`config.mk`:
```
export PLATFORM = sky130hd
export DESIGN_NAME = ctx_sequencer
export DESIGN_NICKNAME = d
export VERILOG_FILES = /design/src/rtl/ctx_seq_pkg.sv /design/src/rtl/ctx_counter.sv /design/src/rtl/ctx_stall_fsm.sv /design/src/rtl/ctx_main_fsm.sv /design/src/rtl/ctx_sequencer.sv
export SDC_FILE = /design/constraint.sdc
export NUM_CORES = 1
export LEC_CHECK = 0
export BUFFER_PORTS_ARGS = -buffer_cell sky130_fd_sc_hd__buf_2
export CAP_MARGIN = 20
export CORE_ASPECT_RATIO = 1.2
export CORE_MARGIN = 5
export CORE_UTILIZATION = 40
export CTS_CLUSTER_DIAMETER = 50
export CTS_CLUSTER_SIZE = 28
export DETAILED_ROUTE_END_ITERATION = 10
export GPL_TIMING_DRIVEN = 0
export SKIP_CTS_REPAIR_TIMING = 1
export SYNTH_ARGS = -nofsm -noshare
export SYNTH_HDL_FRONTEND = slang
export SYNTH_SLANG_ARGS = --single-unit
```
`constraint.sdc`:
```
create_clock -name clk -period 4.2 [get_ports clk]
set_clock_uncertainty 0.05 [all_clocks]
set_input_delay 0.84 -clock clk [delete_from_list [all_inputs] [get_ports clk]]
set_output_delay 0.84 -clock clk [all_outputs]
set_load 0.01 [all_outputs]
```
`src/rtl/ctx_seq_pkg.sv`:
```
package ctx_seq_pkg;

  typedef enum logic [2:0] {
    M_IDLE,
    M_FIRST_PRELOAD,
    M_START_FEED,
    M_COMPUTE,
    M_WAIT_SWITCH,
    M_SCAN,
    M_FINISH
  } main_st_t;

  typedef enum logic [1:0] {
    S_RUN,
    S_HARD,
    S_SOFT
  } stall_st_t;

  // States in which the array pipeline is allowed to advance
  function automatic logic pipe_live(input main_st_t s);
    return (s == M_COMPUTE) || (s == M_WAIT_SWITCH) || (s == M_SCAN) || (s == M_FINISH);
  endfunction

endpackage

```
`src/rtl/ctx_counter.sv`:
```
module ctx_counter #(
  parameter int CW = 8
) (
  input  logic          clk,
  input  logic          rst_n,
  input  logic [CW-1:0] cfg_num,
  input  logic          clr,
  input  logic          inc,
  output logic          at_target
);
  localparam logic [CW-1:0] ONE = CW'(1);

  logic [CW-1:0] cnt_q;

  function automatic logic [CW-1:0] eff_target(input logic [CW-1:0] c);
    return (c == '0) ? ONE : c;
  endfunction

  always_ff @(posedge clk or negedge rst_n) begin
    if (!rst_n)   cnt_q <= '0;
    else if (clr) cnt_q <= '0;
    else if (inc) cnt_q <= cnt_q + ONE;
  end

  assign at_target = (cnt_q >= eff_target(cfg_num));

  // a context end is only accepted while contexts remain
  a_r9_no_extra_ctx: assert property (@(posedge clk) disable iff (!rst_n)
    inc |-> !at_target);

endmodule

```
`src/rtl/ctx_stall_fsm.sv`:
```
module ctx_stall_fsm
  import ctx_seq_pkg::*;
(
  input  logic clk,
  input  logic rst_n,
  input  logic in_scan,
  input  logic pending,
  input  logic ctx_done,
  input  logic scan_done,
  input  logic shift_active,
  input  logic switch_active,
  output logic hard_hit,
  output logic soft_hit,
  output logic stall_hard,
  output logic stall_soft
);
  stall_st_t st_q, st_d;
  logic early_end, in_motion;

  assign in_motion = shift_active | switch_active;
  assign early_end = in_scan & ctx_done & ~scan_done & ~pending & (st_q == S_RUN);
  assign hard_hit  = early_end & ~in_motion;
  assign soft_hit  = early_end &  in_motion;

  always_comb begin
    st_d = st_q;
    unique case (st_q)
      S_RUN:  if (hard_hit) st_d = S_HARD;
              else if (soft_hit) st_d = S_SOFT;
      S_SOFT: if (scan_done) st_d = S_RUN;
              else if (!in_motion) st_d = S_HARD;
      S_HARD: if (scan_done) st_d = S_RUN;
      default: st_d = S_RUN;
    endcase
  end

  always_ff @(posedge clk or negedge rst_n) begin
    if (!rst_n) st_q <= S_RUN;
    else        st_q <= st_d;
  end

  assign stall_hard = (st_q == S_HARD);
  assign stall_soft = (st_q == S_SOFT);

  // a hard stall is only left through scan completion
  a_r5_hard_holds: assert property (@(posedge clk) disable iff (!rst_n)
    (stall_hard && !scan_done) |=> stall_hard);

  // soft stall escalates once the array is quiet
  a_r6_soft_escalates: assert property (@(posedge clk) disable iff (!rst_n)
    (stall_soft && !scan_done && !shift_active && !switch_active) |=> stall_hard);

endmodule

```
`src/rtl/ctx_main_fsm.sv`:
```
module ctx_main_fsm
  import ctx_seq_pkg::*;
(
  input  logic     clk,
  input  logic     rst_n,
  input  logic     host_start,
  input  logic     first_rdy,
  input  logic     scan_done,
  input  logic     ctx_done,
  input  logic     switch_prop_done,
  input  logic     feed_done,
  input  logic     at_target,
  output main_st_t state,
  output logic     pending,
  output logic     cnt_clr,
  output logic     cnt_inc,
  output logic     preload_req,
  output logic     feed_start,
  output logic     feed_rst,
  output logic     switch_en,
  output logic     scan_trigger
);
  main_st_t st_q, st_d;
  logic pend_q, pend_d;
  logic ph_q, ph_d;

  always_comb begin
    st_d    = st_q;
    pend_d  = pend_q;
    ph_d    = ph_q;
    cnt_clr = 1'b0;
    cnt_inc = 1'b0;
    unique case (st_q)
      M_IDLE: if (host_start) begin
        st_d    = M_FIRST_PRELOAD;
        cnt_clr = 1'b1;
        pend_d  = 1'b0;
      end
      M_FIRST_PRELOAD: if (first_rdy) begin
        st_d = M_START_FEED;
        ph_d = 1'b0;
      end
      M_START_FEED: begin
        ph_d = 1'b1;
        if (ph_q) st_d = M_COMPUTE;
      end
      M_COMPUTE: if (ctx_done) begin
        cnt_inc = 1'b1;
        st_d    = M_WAIT_SWITCH;
      end
      M_WAIT_SWITCH: if (switch_prop_done) st_d = M_SCAN;
      M_SCAN: begin
        if (scan_done) begin
          pend_d = 1'b0;
          if (pend_q || ctx_done) begin
            st_d    = M_WAIT_SWITCH;
            cnt_inc = ctx_done & ~pend_q;
          end else if (at_target) begin
            st_d = M_FINISH;
          end else begin
            st_d = M_COMPUTE;
          end
        end else if (ctx_done && !pend_q) begin
          cnt_inc = 1'b1;
          pend_d  = 1'b1;
        end
      end
      M_FINISH: if (feed_done) st_d = M_IDLE;
      default: st_d = M_IDLE;
    endcase
  end

  always_ff @(posedge clk or negedge rst_n) begin
    if (!rst_n) begin
      st_q   <= M_IDLE;
      pend_q <= 1'b0;
      ph_q   <= 1'b0;
    end else begin
      st_q   <= st_d;
      pend_q <= pend_d;
      ph_q   <= ph_d;
    end
  end

  assign state        = st_q;
  assign pending      = pend_q;
  assign preload_req  = ((st_q == M_IDLE) && host_start) || (st_q == M_START_FEED);
  assign feed_start   = (st_q == M_START_FEED) && !ph_q;
  assign feed_rst     = (st_q == M_FINISH) && feed_done;
  assign switch_en    = (st_q == M_COMPUTE) || (st_q == M_WAIT_SWITCH);
  assign scan_trigger = (st_q == M_WAIT_SWITCH) && switch_prop_done;

  // the feeder start is followed by the second extra preload read
  a_r3_second_read: assert property (@(posedge clk) disable iff (!rst_n)
    feed_start |=> (preload_req && !feed_start));

  // a scan trigger leaves the switch-enabled phases
  a_r4_trigger_leaves: assert property (@(posedge clk) disable iff (!rst_n)
    scan_trigger |=> !switch_en);

  // after the feeder reset the block is back in idle
  a_r9_reset_to_idle: assert property (@(posedge clk) disable iff (!rst_n)
    feed_rst |=> (state == M_IDLE));

endmodule

```
`src/rtl/ctx_sequencer.sv`:
```
module ctx_sequencer
  import ctx_seq_pkg::*;
#(
  parameter int CTX_W = 8
) (
  input  logic             clk,
  input  logic             rst_n,
  input  logic [CTX_W-1:0] cfg_num_ctx,
  input  logic             host_start,
  input  logic             scan_first_rdy,
  input  logic             scan_done,
  input  logic             ctx_done,
  input  logic             switch_prop_done,
  input  logic             shift_active,
  input  logic             switch_active,
  input  logic             feed_done,
  output logic             preload_req,
  output logic             scan_trigger,
  output logic             feed_start,
  output logic             feed_rst,
  output logic             switch_en,
  output logic             pipe_gate,
  output logic             soft_stall
);
  main_st_t state;
  logic pending, cnt_clr, cnt_inc, at_target;
  logic hard_hit, soft_hit, stall_hard, stall_soft;

  ctx_main_fsm u_main (
    .clk(clk), .rst_n(rst_n),
    .host_start(host_start), .first_rdy(scan_first_rdy),
    .scan_done(scan_done), .ctx_done(ctx_done),
    .switch_prop_done(switch_prop_done), .feed_done(feed_done),
    .at_target(at_target),
    .state(state), .pending(pending),
    .cnt_clr(cnt_clr), .cnt_inc(cnt_inc),
    .preload_req(preload_req), .feed_start(feed_start),
    .feed_rst(feed_rst), .switch_en(switch_en),
    .scan_trigger(scan_trigger)
  );

  ctx_stall_fsm u_stall (
    .clk(clk), .rst_n(rst_n),
    .in_scan(state == M_SCAN), .pending(pending),
    .ctx_done(ctx_done), .scan_done(scan_done),
    .shift_active(shift_active), .switch_active(switch_active),
    .hard_hit(hard_hit), .soft_hit(soft_hit),
    .stall_hard(stall_hard), .stall_soft(stall_soft)
  );

  ctx_counter #(.CW(CTX_W)) u_cnt (
    .clk(clk), .rst_n(rst_n),
    .cfg_num(cfg_num_ctx),
    .clr(cnt_clr), .inc(cnt_inc),
    .at_target(at_target)
  );

  assign pipe_gate  = pipe_live(state) && !stall_hard && !hard_hit;
  assign soft_stall = stall_soft || soft_hit;

  // the gate stays low while the hard stall waits for the scan
  a_r5_gate_held: assert property (@(posedge clk) disable iff (!rst_n)
    (stall_hard && !scan_done) |=> !pipe_gate);

  // a soft stall never closes the gate
  a_r6_soft_keeps_gate: assert property (@(posedge clk) disable iff (!rst_n)
    soft_stall |-> pipe_gate);

  // coincident context end and scan completion proceed to the switch
  a_r7_coincide: assert property (@(posedge clk) disable iff (!rst_n)
    (state == M_SCAN && ctx_done && scan_done) |=> (switch_en && pipe_gate));

endmodule

```
# Word level (Yosys, flattened, before mapping)
# Cells that the tools add are included.
# totals
input_bits,18
ff_bits,15
elab_cells,96
out_inout_bits,7
# classes
magnitude_cmp,1
n_eq_ne,19
muxes,32
bitwise_logic,11
reduce_logical,27
add_sub_neg,1
# ops
op,count
2-to-1 mux 3 bit,9
2-to-1 mux 8 bit,3
one-hot mux 3 bit (7 select lines),1
inequality test 2 bit (second input constant),7
2-to-1 mux 1 bit,10
2-to-1 mux 2 bit,5
equality test 3 bit (second input constant),3
inequality test 3 bit (second input constant),3
adder 8 x 1 -> 8 bit (second input constant),1
greater-or-equal comparator 8 bit,1
zero test 8 bit,1
bitwise AND 1 bit,7
logical AND 1 bit,7
AND reduction 7 bit,1
equality test 3 x 2 -> 1 bit (second input constant),2
logical OR 1 bit,6
one-hot mux 1 bit (2 select lines),3
one-hot mux 2 bit (3 select lines),1
AND reduction 3 bit,2
nonzero test 2 bit,3
zero test 1 bit,4
equality test 3 x 1 -> 1 bit (second input constant),1
zero test 3 bit,1
inverter 1 bit,3
other kinds (6),6

# Longest topological paths before layout
# logic_depth
ltp_word,9
depth_mapped,7

# Cells and area by module
# Synthesis repeated with hierarchy kept, for this count alone.
# hier_totals
hier_cells,149
hier_area_um2,1290.0
# modules_own_cells
module,cells_each,seq_area_each_um2,area_per_inst_um2,n_inst
ctx_counter,61,200.2,580.6,1
ctx_main_fsm,68,125.1,528.0,1
ctx_stall_fsm,14,50.0,137.6,1
ctx_sequencer,6,0.0,43.8,1

# Worst setup path before layout
# OpenSTA, ideal clock, no wires.
# synth_path
path_type,in2out
start,in ctx_done
end,out soft_stall
required_time_ns,3.310
path_slack_ns,1.857
stages,4
t_arrival_ns,1.453
path_cell_list,nand2_1 > nor3_1 > a21oi_1 > nor2_1
# synth_via
elab_chain_cells,6
# synth_rtl
item,line_no,text
start: declaration,ctx_sequencer.sv:12,"input logic ctx_done,"
bitwise AND 1 bit (4 in a row),ctx_stall_fsm.sv:21,assign early_end = in_scan & ctx_done & ~scan_done & ~pending & (st_q == S_RUN);
bitwise AND 1 bit,ctx_stall_fsm.sv:23,assign soft_hit = early_end & in_motion;
logical OR 1 bit,ctx_sequencer.sv:59,assign soft_stall = stall_soft || soft_hit;
end: declaration,ctx_sequencer.sv:23,output logic soft_stall
# No other way between the ends.

# Worst setup path after layout
# layout_path
start,in ctx_done
end,out pipe_gate
# layout_via
elab_chain_cells,7
# layout_rtl
item,line_no,text
bitwise AND 1 bit (4 in a row),ctx_stall_fsm.sv:21,
bitwise AND 1 bit,ctx_stall_fsm.sv:22,assign hard_hit = early_end & ~in_motion;
zero test 1 bit,ctx_sequencer.sv:58,assign pipe_gate = pipe_live(state) && !stall_hard && !hard_hit;
logical AND 1 bit,ctx_sequencer.sv:58,
end: declaration,ctx_sequencer.sv:22,"output logic pipe_gate,"
# No other way between the ends.

==> metrics.cfg <==
[timing]
setup_ws_ps=1430
max_clock_freq_ghz=0.361
rsz0062_at_grt=no
timing.final.crit_share_pct=65.9
worstMarginPinSlew_ps=855
fin_crit_ps=2770
setup_violations=0
finalHoldViolCount=0
relSlewSlack_pct=42.8
finalSetupTns_ps=0
slew_violations=0

[synth]
syn_area_per_cell_sq_um=8.88
syn_area_sq_um=1210
syn_inst=136
ys_ff_latch=15
yosys_warnings=0
synthArstFlopShare_pct=100
yosys_most_used_dff=dfrtp_1
synth_nets=163
ys_types=47
ys_seq_area_share_pct=31.1
synth_edf_count=0

[global_route]
overflow=0
grt_max_degree=16
track_usage_pct=15.4
grt_pass1_vias=1178
grt_pass1_wl_um=5040
antenna_found_initial=0

[finish]
drive_above_1_share_pct=21.3
fin_nets=192
final_util_pct=49.2
areaGrowthSynthToFinish_pct=15.6
n_fill_cell=284
antenna_cells=0

[critical_path]
critPathArrivalTime_ps=1880
critical_path.max_fanout=6
r2r_end=u_main.state[2]
critPathLaunchType=primary input
path_class=in -> out
crit-reg2reg-launch=u_cnt.cnt_q[6]
crit_required_ps=3310
reg2reg_depth=5
critPathCaptureType=primary output
reg2reg_slack_ps=2210

[route]
ant_nets=0
post-route-drc-count=0
drt_iter0_drc=29
firstDrtPassIters=4
drt-total-wl_um=2850
vias_per_cell=5.62
wire_per_inst_um=14.4
vias=1112

[clocking]
cts_buffers=3
clockRootBuffer=clkbuf_4
clk_pin_slew_ps=90
clk_path_buf_depth=2
htree_levels=1
tritoncts=yes
insertion_delay_ps=280
cts_num_sinks=15

[power_and_ir_drop]
power.density_nw_per_um2=492
vdd_ir_drop_max_mv=0.282
leakage_nw=0.669
p_total_w=0.000687

[placed_design]
pre_cts_slack_ps=1460
gp_congestion=0.836
port_buffers=24
dp_hpwl_um=2240

[floorplanning]
std_cell_rows=21
dieArea_sq_um=4220
ios=25
die_width_um=60.2
fp.coreArea_sq_um=2840
die_y_um=70.2
start_util_pct=42.5

[run_status]
status=finished, final reports clean

[job]
cap_violations=0

[hold_path]
min_path_type=in -> async

cell usage after synthesis (all sizes together), types with 2 or more instances:
| cell | n | area, sq um |
|---|---|---|
| nand2b | 4 | 25.0 |
| nor3 | 3 | 15.0 |
| nand3 | 4 | 20.0 |
| a211oi | 4 | 30.0 |
| o31ai | 2 | 15.0 |
| buf | 3 | 23.8 |
| or4 | 2 | 15.0 |
| inv | 8 | 30.0 |
| mux2i | 5 | 50.1 |
| o21ai | 5 | 25.0 |
| nor4b | 2 | 23.8 |
| xnor2 | 5 | 43.8 |
| ha | 9 | 113 |
| clkbuf | 3 | 11.3 |
| nor4 | 2 | 12.5 |
| nor2 | 16 | 60.1 |
| or2 | 2 | 12.5 |
| nand2 | 10 | 37.5 |
| o21a | 3 | 22.5 |
| nor3b | 2 | 15.0 |
| a21oi | 7 | 35.0 |
| dfrtp | 15 | 375 |
| a2111oi | 2 | 36.3 |
cells in the final DEF (no fill, tap or decap), types with 2 or more instances in the layout:
master / netlist / routed
o31ai_1: 2 / 2
o21ai_0: 4 / 4
clkbuf_1: 3 / 4
nor2_1: 16 / 16
o21a_1: 3 / 3
a21oi_1: 7 / 7
inv_1: 8 / 8
nor4_1: 2 / 2
xnor2_1: 5 / 5
nor3b_1: 2 / 2
ha_1: 9 / 9
a211oi_1: 4 / 4
nand3_1: 4 / 4
clkbuf_4: 0 / 3
nor3_1: 3 / 3
mux2i_1: 5 / 5
dfrtp_1: 15 / 15
or4_1: 2 / 2
buf_2: 1 / 25
nand2b_1: 4 / 4
nand2_1: 10 / 10
final cells by class:
cell class	instances	area, sq um	area share [%]
Multi-Input combinational cell	107	767	54.9
Buffer	6	35.0	2.51
Inverter	8	30.0	2.15
Tap cell	34	42.5	3.05
Sequential cell	15	375	26.9
Timing Repair Buffer	24	120	8.60
Clock buffer	4	26.3	1.88
critical path, cell delays in order:
cell	delay, ps
buf_2	140
nand2_1	150
nor3_1	350
a21oi_1	120
a2bb2oi_1	140
buf_2	130
worst max-delay path by stage:
stage | start | end | slack, ps
floorplan | ctx_done | soft_stall | 1860
finish | ctx_done | pipe_gate | 1430
global placement | ctx_done | pipe_gate | 1450
detailed placement | ctx_done | pipe_gate | 1460
CTS | ctx_done | pipe_gate | 1440
global route | ctx_done | pipe_gate | 1320
kinds of logic after synthesis:
kind of cell,Yosys count,share of synthesized area (%)
buffers and inverters,14,5.39
multiplexers,6,6.01
AO/OA/AOI/OAI,32,19.8
XOR/XNOR,6,4.35
flip-flops,15,31.1
AND/OR/NAND/NOR,54,24.0
adder cells (fa/ha/maj),9,9.33
metal layers:
metal  global-route usage, %  share of wire [%]  vias up
met1                    18.9                 43      515
li1                        -                  -      558
met5                       0                  0        -
met4                    8.37                2.2        0
met2                    25.7                 49       33
met3                    1.10                5.1        6
flip-flops by register name (all words and copies together) (netlist names):
register / flops
u_cnt.cnt_q: 8
u_main.pending: 1
u_main.ph_q: 1
u_main.state: 3
u_stall.st_q: 2
through the flow:
step | cell area [sq um] | instances | hold WS, ps
floorplan | 1210 | 136 | 426
global placement | 1370 | 194 | 457
detailed placement | 1370 | 194 | 468
CTS | 1400 | 198 | 404
global route | 1400 | 198 | 400
finish | 1400 | 198 | 392
report_power, final:
part	leakage (nW)	total (W)	internal (W)	switching, W
registers	0.200	0.000211	0.000179	0.0000318
logic	0.454	0.000392	0.000172	0.000221
clock network	0.0150	0.0000833	0.0000369	0.0000465
total	0.669	0.000687	0.000388	0.000299
No activity file was read; power rests on OpenSTA's default activity.
